==> config.mk <==
export PLATFORM = sky130hd
export DESIGN_NAME = tlb_assoc
export DESIGN_NICKNAME = d
export VERILOG_FILES = /design/src/rtl/tlb_pkg.sv /design/src/rtl/tlb_cam.sv /design/src/rtl/tlb_victim.sv /design/src/rtl/tlb_check.sv /design/src/rtl/tlb_assoc.sv
export SDC_FILE = /design/constraint.sdc
export NUM_CORES = 2
export LEC_CHECK = 0
export BUFFER_PORTS_ARGS = -buffer_cell sky130_fd_sc_hd__buf_2
export CELL_PAD_IN_SITES_DETAIL_PLACEMENT = 1
export CELL_PAD_IN_SITES_GLOBAL_PLACEMENT = 1
export CORE_ASPECT_RATIO = 1.25
export CORE_MARGIN = 3
export CORE_UTILIZATION = 58
export CTS_CLUSTER_SIZE = 28
export DETAILED_ROUTE_END_ITERATION = 7
export HOLD_SLACK_MARGIN = 0.1
export PLACE_DENSITY_LB_ADDON = 0.1
export SLEW_MARGIN = 20
export SYNTH_ARGS = -nofsm -noshare
export SYNTH_HDL_FRONTEND = slang
export SYNTH_SLANG_ARGS = --single-unit
export TNS_END_PERCENT = 5
==> constraint.sdc <==
create_clock -name clk -period 14.45 [get_ports clk]
set_clock_uncertainty 0.05 [all_clocks]
set_input_delay 3.6125 -clock clk [delete_from_list [all_inputs] [get_ports clk]]
set_output_delay 3.6125 -clock clk [all_outputs]
set_load 0.1 [all_outputs]
==> src/rtl/tlb_pkg.sv <==
package tlb_pkg;

  typedef enum logic {
    REPL_FIFO   = 1'b0,
    REPL_RANDOM = 1'b1
  } repl_e;

  localparam int LFSR_W = 16;
  localparam logic [LFSR_W-1:0] LFSR_SEED = 16'hACE1;

  // Access is denied for user mode on a kernel-only page, or for any write to a read-only page.
  function automatic logic perm_denied(input logic is_user, input logic is_write,
                                       input logic user_ok, input logic writable);
    return (is_user && !user_ok) || (is_write && !writable);
  endfunction

  // Galois-free Fibonacci step, taps 16,14,13,11.
  function automatic logic [LFSR_W-1:0] lfsr_step(input logic [LFSR_W-1:0] s);
    return {s[LFSR_W-2:0], s[15] ^ s[13] ^ s[12] ^ s[10]};
  endfunction

endpackage

==> src/rtl/tlb_cam.sv <==
module tlb_cam #(
  parameter int ENTRIES = 32,
  parameter int VPN_W   = 20,
  parameter int PPN_W   = 20,
  localparam int IDX_W  = $clog2(ENTRIES)
) (
  input  logic               clk,
  input  logic               rst_n,
  input  logic               flush,
  input  logic               wr_en,
  input  logic [IDX_W-1:0]   wr_idx,
  input  logic [VPN_W-1:0]   wr_vpn,
  input  logic [PPN_W-1:0]   wr_ppn,
  input  logic               wr_user_ok,
  input  logic               wr_writable,
  input  logic [VPN_W-1:0]   lk_vpn,
  output logic [ENTRIES-1:0] match_vec,
  output logic               any_match,
  output logic [PPN_W-1:0]   sel_ppn,
  output logic               sel_user_ok,
  output logic               sel_writable,
  output logic [ENTRIES-1:0] valid_vec
);

  logic [VPN_W-1:0] tag_q  [ENTRIES];
  logic [PPN_W-1:0] ppn_q  [ENTRIES];
  logic [ENTRIES-1:0] uok_q;
  logic [ENTRIES-1:0] wok_q;
  logic [ENTRIES-1:0] valid_q;

  // Valid bits: flush wins over a refill in the same cycle.
  always_ff @(posedge clk) begin
    if (!rst_n || flush) begin
      valid_q <= '0;
    end else if (wr_en) begin
      valid_q[wr_idx] <= 1'b1;
    end
  end

  // Payload storage needs no reset; it is qualified by the valid bits.
  always_ff @(posedge clk) begin
    if (wr_en && !flush) begin
      tag_q[wr_idx] <= wr_vpn;
      ppn_q[wr_idx] <= wr_ppn;
      uok_q[wr_idx] <= wr_user_ok;
      wok_q[wr_idx] <= wr_writable;
    end
  end

  // Parallel tag compare, one comparator per entry.
  for (genvar g = 0; g < ENTRIES; g++) begin : g_cmp
    assign match_vec[g] = valid_q[g] && (tag_q[g] == lk_vpn);
  end

  assign any_match = |match_vec;
  assign valid_vec = valid_q;

  // OR-based read mux: correct because at most one entry can match.
  always_comb begin
    sel_ppn      = '0;
    sel_user_ok  = 1'b0;
    sel_writable = 1'b0;
    for (int i = 0; i < ENTRIES; i++) begin
      if (match_vec[i]) begin
        sel_ppn      = sel_ppn | ppn_q[i];
        sel_user_ok  = sel_user_ok | uok_q[i];
        sel_writable = sel_writable | wok_q[i];
      end
    end
  end

  // Tags are unique, so the OR mux never blends two entries.
  p_unique_match_r2: assert property (@(posedge clk) disable iff (!rst_n)
    $onehot0(match_vec));

  p_flush_empties_r8: assert property (@(posedge clk) disable iff (!rst_n)
    flush |=> (valid_q == '0));

  p_fill_grows_r9: assert property (@(posedge clk) disable iff (!rst_n)
    (wr_en && !flush && !(&valid_q)) |=>
      ($countones(valid_q) == $past($countones(valid_q)) + 1));

endmodule

==> src/rtl/tlb_victim.sv <==
module tlb_victim #(
  parameter int            ENTRIES = 32,
  parameter tlb_pkg::repl_e REPL   = tlb_pkg::REPL_FIFO,
  localparam int IDX_W = $clog2(ENTRIES)
) (
  input  logic               clk,
  input  logic               rst_n,
  input  logic               flush,
  input  logic               fill_en,
  input  logic [ENTRIES-1:0] valid_vec,
  output logic [IDX_W-1:0]   victim_idx,
  output logic               all_valid
);

  logic [IDX_W-1:0] free_idx;
  logic [IDX_W-1:0] full_idx;

  assign all_valid = &valid_vec;

  // Lowest-numbered empty entry.
  always_comb begin
    free_idx = '0;
    for (int i = ENTRIES - 1; i >= 0; i--) begin
      if (!valid_vec[i]) free_idx = IDX_W'(i);
    end
  end

  if (REPL == tlb_pkg::REPL_FIFO) begin : g_fifo
    logic [IDX_W-1:0] ptr_q;
    // Pointer moves on every accepted refill, so it trails the fill order exactly.
    always_ff @(posedge clk) begin
      if (!rst_n || flush) begin
        ptr_q <= '0;
      end else if (fill_en) begin
        ptr_q <= (ptr_q == IDX_W'(ENTRIES - 1)) ? '0 : ptr_q + 1'b1;
      end
    end
    assign full_idx = ptr_q;
  end else begin : g_rand
    logic [tlb_pkg::LFSR_W-1:0] lfsr_q;
    always_ff @(posedge clk) begin
      if (!rst_n) lfsr_q <= tlb_pkg::LFSR_SEED;
      else        lfsr_q <= tlb_pkg::lfsr_step(lfsr_q);
    end
    assign full_idx = IDX_W'(lfsr_q % tlb_pkg::LFSR_W'(ENTRIES));
  end

  assign victim_idx = all_valid ? full_idx : free_idx;

  p_victim_empty_r9: assert property (@(posedge clk) disable iff (!rst_n)
    (fill_en && !all_valid) |-> !valid_vec[victim_idx]);

  p_victim_range_r11: assert property (@(posedge clk) disable iff (!rst_n)
    fill_en |-> (int'(victim_idx) < ENTRIES));

endmodule

==> src/rtl/tlb_check.sv <==
module tlb_check #(
  parameter int PAGE_BITS = 12,
  parameter int PPN_W     = 20,
  localparam int PA_W     = PPN_W + PAGE_BITS
) (
  input  logic                 lk_valid,
  input  logic                 lk_user,
  input  logic                 lk_write,
  input  logic [PAGE_BITS-1:0] lk_offset,
  input  logic                 any_match,
  input  logic [PPN_W-1:0]     sel_ppn,
  input  logic                 sel_user_ok,
  input  logic                 sel_writable,
  output logic                 hit,
  output logic                 miss,
  output logic                 fault,
  output logic [PA_W-1:0]      paddr
);

  function automatic logic [PA_W-1:0] join_paddr(input logic [PPN_W-1:0] ppn,
                                                 input logic [PAGE_BITS-1:0] off);
    return {ppn, off};
  endfunction

  logic denied;
  assign denied = tlb_pkg::perm_denied(lk_user, lk_write, sel_user_ok, sel_writable);

  assign miss  = lk_valid && !any_match;
  assign fault = lk_valid && any_match && denied;
  assign hit   = lk_valid && any_match && !denied;
  assign paddr = hit ? join_paddr(sel_ppn, lk_offset) : '0;

endmodule

==> src/rtl/tlb_assoc.sv <==
module tlb_assoc #(
  parameter int             ENTRIES   = 32,
  parameter int             VA_W      = 32,
  parameter int             PA_W      = 32,
  parameter int             PAGE_BITS = 12,
  parameter tlb_pkg::repl_e REPL      = tlb_pkg::REPL_FIFO,
  localparam int VPN_W = VA_W - PAGE_BITS,
  localparam int PPN_W = PA_W - PAGE_BITS,
  localparam int IDX_W = $clog2(ENTRIES)
) (
  input  logic             clk,
  input  logic             rst_n,
  input  logic             lk_valid,
  input  logic [VA_W-1:0]  lk_vaddr,
  input  logic             lk_write,
  input  logic             lk_user,
  input  logic             flush_all,
  input  logic             fill_valid,
  input  logic [VPN_W-1:0] fill_vpn,
  input  logic [PPN_W-1:0] fill_ppn,
  input  logic             fill_user_ok,
  input  logic             fill_writable,
  output logic [PA_W-1:0]  out_paddr,
  output logic             out_hit,
  output logic             out_miss,
  output logic             out_fault
);

  logic [VPN_W-1:0]   lk_vpn;
  logic [ENTRIES-1:0] match_vec;
  logic [ENTRIES-1:0] valid_vec;
  logic               any_match;
  logic [PPN_W-1:0]   sel_ppn;
  logic               sel_user_ok;
  logic               sel_writable;
  logic [IDX_W-1:0]   victim_idx;
  logic               all_valid;
  logic               fill_en;

  assign lk_vpn  = lk_vaddr[VA_W-1:PAGE_BITS];
  assign fill_en = fill_valid && !flush_all;

  tlb_victim #(.ENTRIES(ENTRIES), .REPL(REPL)) u_victim (
    .clk        (clk),
    .rst_n      (rst_n),
    .flush      (flush_all),
    .fill_en    (fill_en),
    .valid_vec  (valid_vec),
    .victim_idx (victim_idx),
    .all_valid  (all_valid)
  );

  tlb_cam #(.ENTRIES(ENTRIES), .VPN_W(VPN_W), .PPN_W(PPN_W)) u_cam (
    .clk          (clk),
    .rst_n        (rst_n),
    .flush        (flush_all),
    .wr_en        (fill_en),
    .wr_idx       (victim_idx),
    .wr_vpn       (fill_vpn),
    .wr_ppn       (fill_ppn),
    .wr_user_ok   (fill_user_ok),
    .wr_writable  (fill_writable),
    .lk_vpn       (lk_vpn),
    .match_vec    (match_vec),
    .any_match    (any_match),
    .sel_ppn      (sel_ppn),
    .sel_user_ok  (sel_user_ok),
    .sel_writable (sel_writable),
    .valid_vec    (valid_vec)
  );

  tlb_check #(.PAGE_BITS(PAGE_BITS), .PPN_W(PPN_W)) u_check (
    .lk_valid     (lk_valid),
    .lk_user      (lk_user),
    .lk_write     (lk_write),
    .lk_offset    (lk_vaddr[PAGE_BITS-1:0]),
    .any_match    (any_match),
    .sel_ppn      (sel_ppn),
    .sel_user_ok  (sel_user_ok),
    .sel_writable (sel_writable),
    .hit          (out_hit),
    .miss         (out_miss),
    .fault        (out_fault),
    .paddr        (out_paddr)
  );

  p_one_result_r4: assert property (@(posedge clk) disable iff (!rst_n)
    lk_valid |-> ($countones({out_hit, out_miss, out_fault}) == 1));

  p_idle_quiet_r4: assert property (@(posedge clk) disable iff (!rst_n)
    !lk_valid |-> !(out_hit || out_miss || out_fault));

  p_offset_pass_r2: assert property (@(posedge clk) disable iff (!rst_n)
    out_hit |-> (out_paddr[PAGE_BITS-1:0] == lk_vaddr[PAGE_BITS-1:0]));

  p_fault_blank_r5: assert property (@(posedge clk) disable iff (!rst_n)
    (out_fault || out_miss) |-> (out_paddr == '0));

  p_miss_nomatch_r3: assert property (@(posedge clk) disable iff (!rst_n)
    out_miss |-> (match_vec == '0));

endmodule

# Yosys cells after proc, flatten, opt, wreduce, memory -nomap -nowiden
# Memories as Yosys holds them, arrays and structs flattened.
# Cells that the tools add are included.
[word_totals]
wordCells = 324
in_bits = 81
mem_bits_rw = 1280
out_inout_bits = 35
memories = 2
regBits = 101
[mem_list]
columns = ["memory", "words", "width", "rd", "rd_clocked_by_memory_dff", "wr", "line_no", "text"]
rows = [
  ["u_cam.ppn_q", 32, 20, 32, 0, 1, "tlb_cam.sv:26", "logic [PPN_W-1:0] ppn_q [ENTRIES];"],
  ["u_cam.tag_q", 32, 20, 32, 0, 1, "tlb_cam.sv:25", "logic [VPN_W-1:0] tag_q [ENTRIES];"],
]
[op_classes]
n_reduce_logical = 51
add_sub_neg = 1
mux = 137
bitwise_logic = 94
n_eq_ne = 33
n_lt_le_gt_ge = 2
[ops]
columns = ["cell", "n"]
rows = [
  ["$eq 20x20->1", 32],
  ["$mux 20", 32],
  ["$or 20x20->20", 31],
  ["$mux 5", 34],
  ["$mux 1", 67],
  ["$bwmux 32", 2],
  ["$or 1x1->1", 62],
  ["$logic_and 1x1->1", 41],
  ["$mux 32", 1],
  ["$or 32x32->32", 1],
  ["$reduce_and 32->1", 1],
  ["$reduce_or 32->1", 1],
  ["$logic_not 1->1", 6],
  ["$lt 5x6->1 const B", 1],
  ["$add 5x1->5 const B", 1],
  ["$demux 1 s5", 1],
  ["$eq 5x5->1 const B", 1],
  ["$ge 5x1->1 const B", 1],
  ["$logic_or 1x1->1", 2],
]

# Depth between registers and ports, before layout
[depth]
ltp_word = 71
depth_mapped = 14
mapped_depth_nobuf = 8

# Cells and area by module
# From an unflattened synthesis, not the netlist that was laid out.
[unflattened]
cells_unflattened = 3799
hier_area_um2 = 57148.6
[modules_own_cells]
columns = ["module", "area_per_inst_um2", "seq_area_each_um2", "cells_each", "n_inst"]
rows = [
  ["tlb_cam", 55803.5, 40999.3, 3615, 1],
  ["tlb_victim", 680.7, 100.1, 97, 1],
  ["tlb_check", 650.6, 0.0, 86, 1],
  ["tlb_assoc", 13.8, 0.0, 1, 1],
]

# Least setup slack after synthesis
# Ideal clock, no wire load.
[synth_timing]
path_type = "input-to-output"
from = "input port lk_vaddr[30]"
to = "output port out_paddr[11]"
stages = 13
slack_ps = 2227
t_arrival_ps = 8561
t_required_ps = 10788
n_path_buf = 5
path_cell_list = "buf_4 -> buf_8 -> buf_6 -> buf_8 -> xnor2_1 -> nand4_1 -> nor4_2 -> and2_1 -> buf_6 -> a222oi_1 -> nand4b_1 -> nor3_4 -> nor4b_1"
[synth_via]
elab_chain_cells = 71
elab_cells_between_ends = 200
cone_classes = "eq/ne: 32; mux: 65; bitwise: 62; reduce/logical: 41"
[synth_lines]
columns = ["element", "line_no", "text"]
rows = [
  ["start: declaration", "tlb_assoc.sv:14", "input logic [VA_W-1:0] lk_vaddr,"],
  ["$eq 20x20->1", "tlb_cam.sv:52", "assign match_vec[g] = valid_q[g] && (tag_q[g] == lk_vpn);"],
  ["$logic_and 1x1->1", "tlb_cam.sv:52", ""],
  ["$mux 1", "tlb_cam.sv:64", "if (match_vec[i]) begin"],
  ["$or 1x1->1, on equally long branches", "tlb_cam.sv:66, tlb_cam.sv:67", ""],
  ["$mux 1", "tlb_cam.sv:64", ""],
  ["$or 1x1->1, on equally long branches", "tlb_cam.sv:66, tlb_cam.sv:67", ""],
  ["$mux 1", "tlb_cam.sv:64", ""],
  ["$or 1x1->1, on equally long branches", "tlb_cam.sv:66, tlb_cam.sv:67", ""],
  ["[... 55 more ...]", "-", ""],
  ["$or 1x1->1, on equally long branches", "tlb_cam.sv:66, tlb_cam.sv:67", ""],
  ["$mux 1", "tlb_cam.sv:64", ""],
  ["$logic_not 1->1", "tlb_pkg.sv:14", "return (is_user && !user_ok) || (is_write && !writable);"],
  ["$logic_and 1x1->1", "tlb_pkg.sv:14", ""],
  ["$logic_or 1x1->1", "tlb_pkg.sv:14", ""],
  ["$logic_not 1->1", "tlb_check.sv:30", "assign hit = lk_valid && any_match && !denied;"],
  ["$logic_and 1x1->1 *", "tlb_check.sv:30", ""],
  ["$mux 32 *", "tlb_check.sv:31", "assign paddr = hit ? join_paddr(sel_ppn, lk_offset) : '0;"],
  ["end: declaration", "tlb_assoc.sv:23", "output logic [PA_W-1:0] out_paddr,"],
]
# Every way passes the cells marked *; elsewhere a longest branch is shown, timed or not.

# Worst setup path in the final report
[layout_timing]
from = "input port lk_vaddr[12]"
to = "output port out_paddr[14]"
[layout_via]
elab_chain_cells = 71
elab_cells_between_ends = 263
cone_classes = "eq/ne: 32; mux: 97; bitwise: 93; reduce/logical: 41"
[layout_lines]
columns = ["element", "line_no"]
rows = [
  ["$eq 20x20->1", "tlb_cam.sv:52"],
  ["$logic_and 1x1->1", "tlb_cam.sv:52"],
  ["$mux 1", "tlb_cam.sv:64"],
  ["$or 1x1->1, on equally long branches", "tlb_cam.sv:66, tlb_cam.sv:67"],
  ["$mux 1", "tlb_cam.sv:64"],
  ["$or 1x1->1, on equally long branches", "tlb_cam.sv:66, tlb_cam.sv:67"],
  ["$mux 1", "tlb_cam.sv:64"],
  ["$or 1x1->1, on equally long branches", "tlb_cam.sv:66, tlb_cam.sv:67"],
  ["[... 55 more ...]", "-"],
  ["$or 1x1->1, on equally long branches", "tlb_cam.sv:66, tlb_cam.sv:67"],
  ["$mux 1", "tlb_cam.sv:64"],
  ["$logic_not 1->1", "tlb_pkg.sv:14"],
  ["$logic_and 1x1->1", "tlb_pkg.sv:14"],
  ["$logic_or 1x1->1", "tlb_pkg.sv:14"],
  ["$logic_not 1->1", "tlb_check.sv:30"],
  ["$logic_and 1x1->1", "tlb_check.sv:30"],
  ["$mux 32 *", "tlb_check.sv:31"],
]
# Marked as above.

==> out/summary.txt <==
period utilization: 84.6%
leakage power: 19.7 nW
post-detail-place hpwl: 125,000 µm
TritonCTS clock tree: done
Reg-to-Reg End: u_cam.tag_q[20][6]
WHS Path Cells: 1
htree depth: 4
Syn Std Cell Area: 56,000 µm²
Avg WL per Cell: 40.9 µm
share of cells above drive strength 1: 14.8%
pwr/cell area: 130 nW/µm²
hold path startpoint: u_cam.valid_vec[0]
Layout area overhead: 11.5%
initial antenna violation count: 10
Worst Hold Class: reg2reg
design internal power: 0.00640 W
Post-CTS Resized: 0
Reg power frac: 54.0%
share of synthesized registers carrying an async set or reset: 0%
Max VDD drop: 0.000125 V
count leader, synth: edfxtp_1
# fillers: 8,257
final instance area: 62,500 µm²
Commonest cells post-synth: 1,344 x edfxtp_1, 527 x xnor2_1, 335 x nand3_1
Vias: 35,900
Initial Util: 58.9%
final antenna-violating net count: 0
Crit Reg-Reg Startpoint: u_cam.valid_vec[20]
Least-Margin Pin Slew: 1320 ps
Comb power frac: 3.7%
Rel. slew slack: 12.3%
GR Util All Layers: 40.9%
# setup viols final: 0
Die Height: 353 µm
CTS buffer count: 137
RSZ-0062 raised after global routing: no
Worst Path Max Fanout: 34
internal reg-to-reg setup slack: 10,010 ps
Syn Area/Cell: 16.4 µm²
clock root buffer: clkbuf_16
row count: 126
crit path capture type: output port
Synth Register Bits: 1,381
vias in the first global route: 37,200
Post-synth EDFFs: 1,344
Psw: 0.00174 W
TNS Setup: 0 ps
ys flop type: edfxtp_1
nets: 3,722
maxcap violations: 0
syn nets: 3,497
post-synth top area share: 72.0%
hold_buf cts: 0
1st-iter DRT viols: 5,338
core area: 95,100 µm²
r2r worst-path depth: 9
Residual DRC: 0
DR vias/cell: 7.14
final wirelength: 206,000 µm
min cycle time layout: 12,220 ps
Syn. warnings: 0
dpl cell area: 58,200 µm²
f_max: 81.8 MHz
port bufs: 115
gr ovfl total: 0
post-synthesis instance total: 3,414
Longest Clk Path Bufs: 3
Hold Fails Final Rpt: 0
Post-CTS Setup Bufs: 0
post-synthesis sequential area ratio: 73.4%
First-pass DRT Iterations: 7
first-pass GRT wire length: 285,000 µm
Setup crit start kind: primary input
Pwr Total: 0.00815 W
worst-skew pair later-pin latency: 740 ps
I/O Pins: 116
Hold EP: u_cam.valid_vec[0]
die area: 100,000 µm²
Sink Count: 1,381
clock power share: 42.3%
largest net degree at the start of global routing: 44
synth top area cells: edfxtp_1 72%, xnor2_1 8.2%, nand3_1 3.0%
post-synth cell types: 63
die width: 284 µm
switching share of power: 21.4%
max-slew violation count: 0
Final Wtd Congestion: 0.916
status: completed
Reg clk slew, reported paths: 60 ps
WS Path Type: in2out
Data arrival, critical path: 8560 ps
Worst Path Required: 10,790 ps
post-synth top area cell: edfxtp_1
==> sequential cells by signal (all words and copies together) (netlist names) <==
signal	flops
u_cam.ppn_q	640
u_cam.tag_q	640
u_cam.uok_q	32
u_cam.valid_vec	32
u_cam.wok_q	32
u_victim.full_idx	5
==> worst max-delay path, cell delays in order <==
cell      delay, ps
buf_2           670
buf_4           430
xnor2_1         240
nand4_1         230
nor4_4          340
buf_4           480
and2_0          600
a21boi_0        320
nand3_1         210
nor3_4           60
buf_4           270
nor4_1          450
buf_2           510
==> cells by family after synthesis <==
| kind of cell | count (synthesis) | synth area share, % |
|---|---|---|
| AOI/OAI and AO/OA | 257 | 3.68 |
| DFF | 1381 | 73.4 |
| xor gates and xnor gates | 640 | 10.0 |
| adders and majority gates | 2 | 0.0447 |
| buffers and inverters | 215 | 3.03 |
| and+or+nand+nor | 916 | 9.83 |
| muxes | 3 | 0.0558 |
==> cell usage in the layout (no fill, tap or decap), types with 5 or more instances in the layout <==
cell type | netlist | layout
nand4_1 | 186 | 186
xnor2_1 | 527 | 527
clkbuf_1 | 60 | 34
clkinv_2 | 0 | 19
o21a_1 | 33 | 33
dfxtp_1 | 37 | 37
clkinv_1 | 0 | 29
buf_4 | 25 | 159
nor3_1 | 69 | 49
nor4_4 | 7 | 12
inv_6 | 0 | 8
nor4_2 | 13 | 37
bufinv_16 | 0 | 7
a2111oi_0 | 13 | 13
inv_1 | 21 | 21
nor3_2 | 0 | 20
a22o_1 | 86 | 86
buf_2 | 39 | 114
nor2_1 | 12 | 12
nand3b_1 | 11 | 11
nand2_1 | 35 | 35
nand4b_1 | 9 | 9
a31oi_1 | 5 | 5
and2_0 | 10 | 10
and4_1 | 15 | 15
a21oi_1 | 5 | 5
edfxtp_1 | 1344 | 1344
xor2_1 | 113 | 113
clkbuf_16 | 0 | 142
o21ai_0 | 9 | 9
nor4_1 | 91 | 62
nand3_1 | 335 | 334
and2_1 | 22 | 22
buf_12 | 16 | 6
o2111ai_1 | 11 | 11
and3_1 | 71 | 71
nor4b_2 | 9 | 9
a22oi_1 | 75 | 75
==> worst max-delay path by stage <==
stage / cells after the start / from / slack (ps) / to
final: 13 / lk_vaddr[12] / 2230 / out_paddr[14]
after global routing: 13 / lk_vaddr[12] / 2120 / out_paddr[14]
after CTS: 13 / lk_vaddr[12] / 2290 / out_paddr[14]
after detailed placement: 13 / lk_vaddr[12] / 2480 / out_paddr[14]
after global placement: 13 / lk_vaddr[12] / 2480 / out_paddr[14]
after floorplan: 13 / lk_vaddr[30] / 2230 / out_paddr[11]
==> per-layer routing <==
metal	part of all wire (%)	GRT usage [%]
met1	33	48.7
met5	0.037	0
met3	11	9.16
met2	47	66.3
met4	8.7	28.8
==> power by group through the flow <==
stage                     Combinational [W]  Sequential (W)  Clock, W
after floorplan                    0.000160         0.00449         0
after global placement             0.000287         0.00449         0
after detailed placement           0.000298         0.00449         0
after CTS                          0.000300         0.00440   0.00345
after global routing               0.000314         0.00440   0.00362
final                              0.000302         0.00440   0.00344
==> through the flow <==
stage               hold WS [ps]  setup WS, ps  utilization [%]  cells
global placement             456          2480             61.2   4778
global route                 533          2120             65.7   5024
floorplan                    420          2230                -   3414
detailed placement           474          2480             61.2   4778
finish                       486          2230             65.7   5028
CTS                          484          2290             65.7   5022
==> layout make-up <==
cell class | instances | area [µm²] | share of cell area, %
sequential | 1381 | 41100 | 65.8
multi-input combinational | 1818 | 13600 | 21.7
clock buffer | 176 | 3680 | 5.89
timing repair buffer | 280 | 1900 | 3.03
tap | 1280 | 1600 | 2.56
clock inverter | 68 | 533 | 0.853
inverter | 21 | 78.8 | 0.126
antenna | 4 | 10.0 | 0.0160
Note: power is estimated with default switching activity, not from simulation.
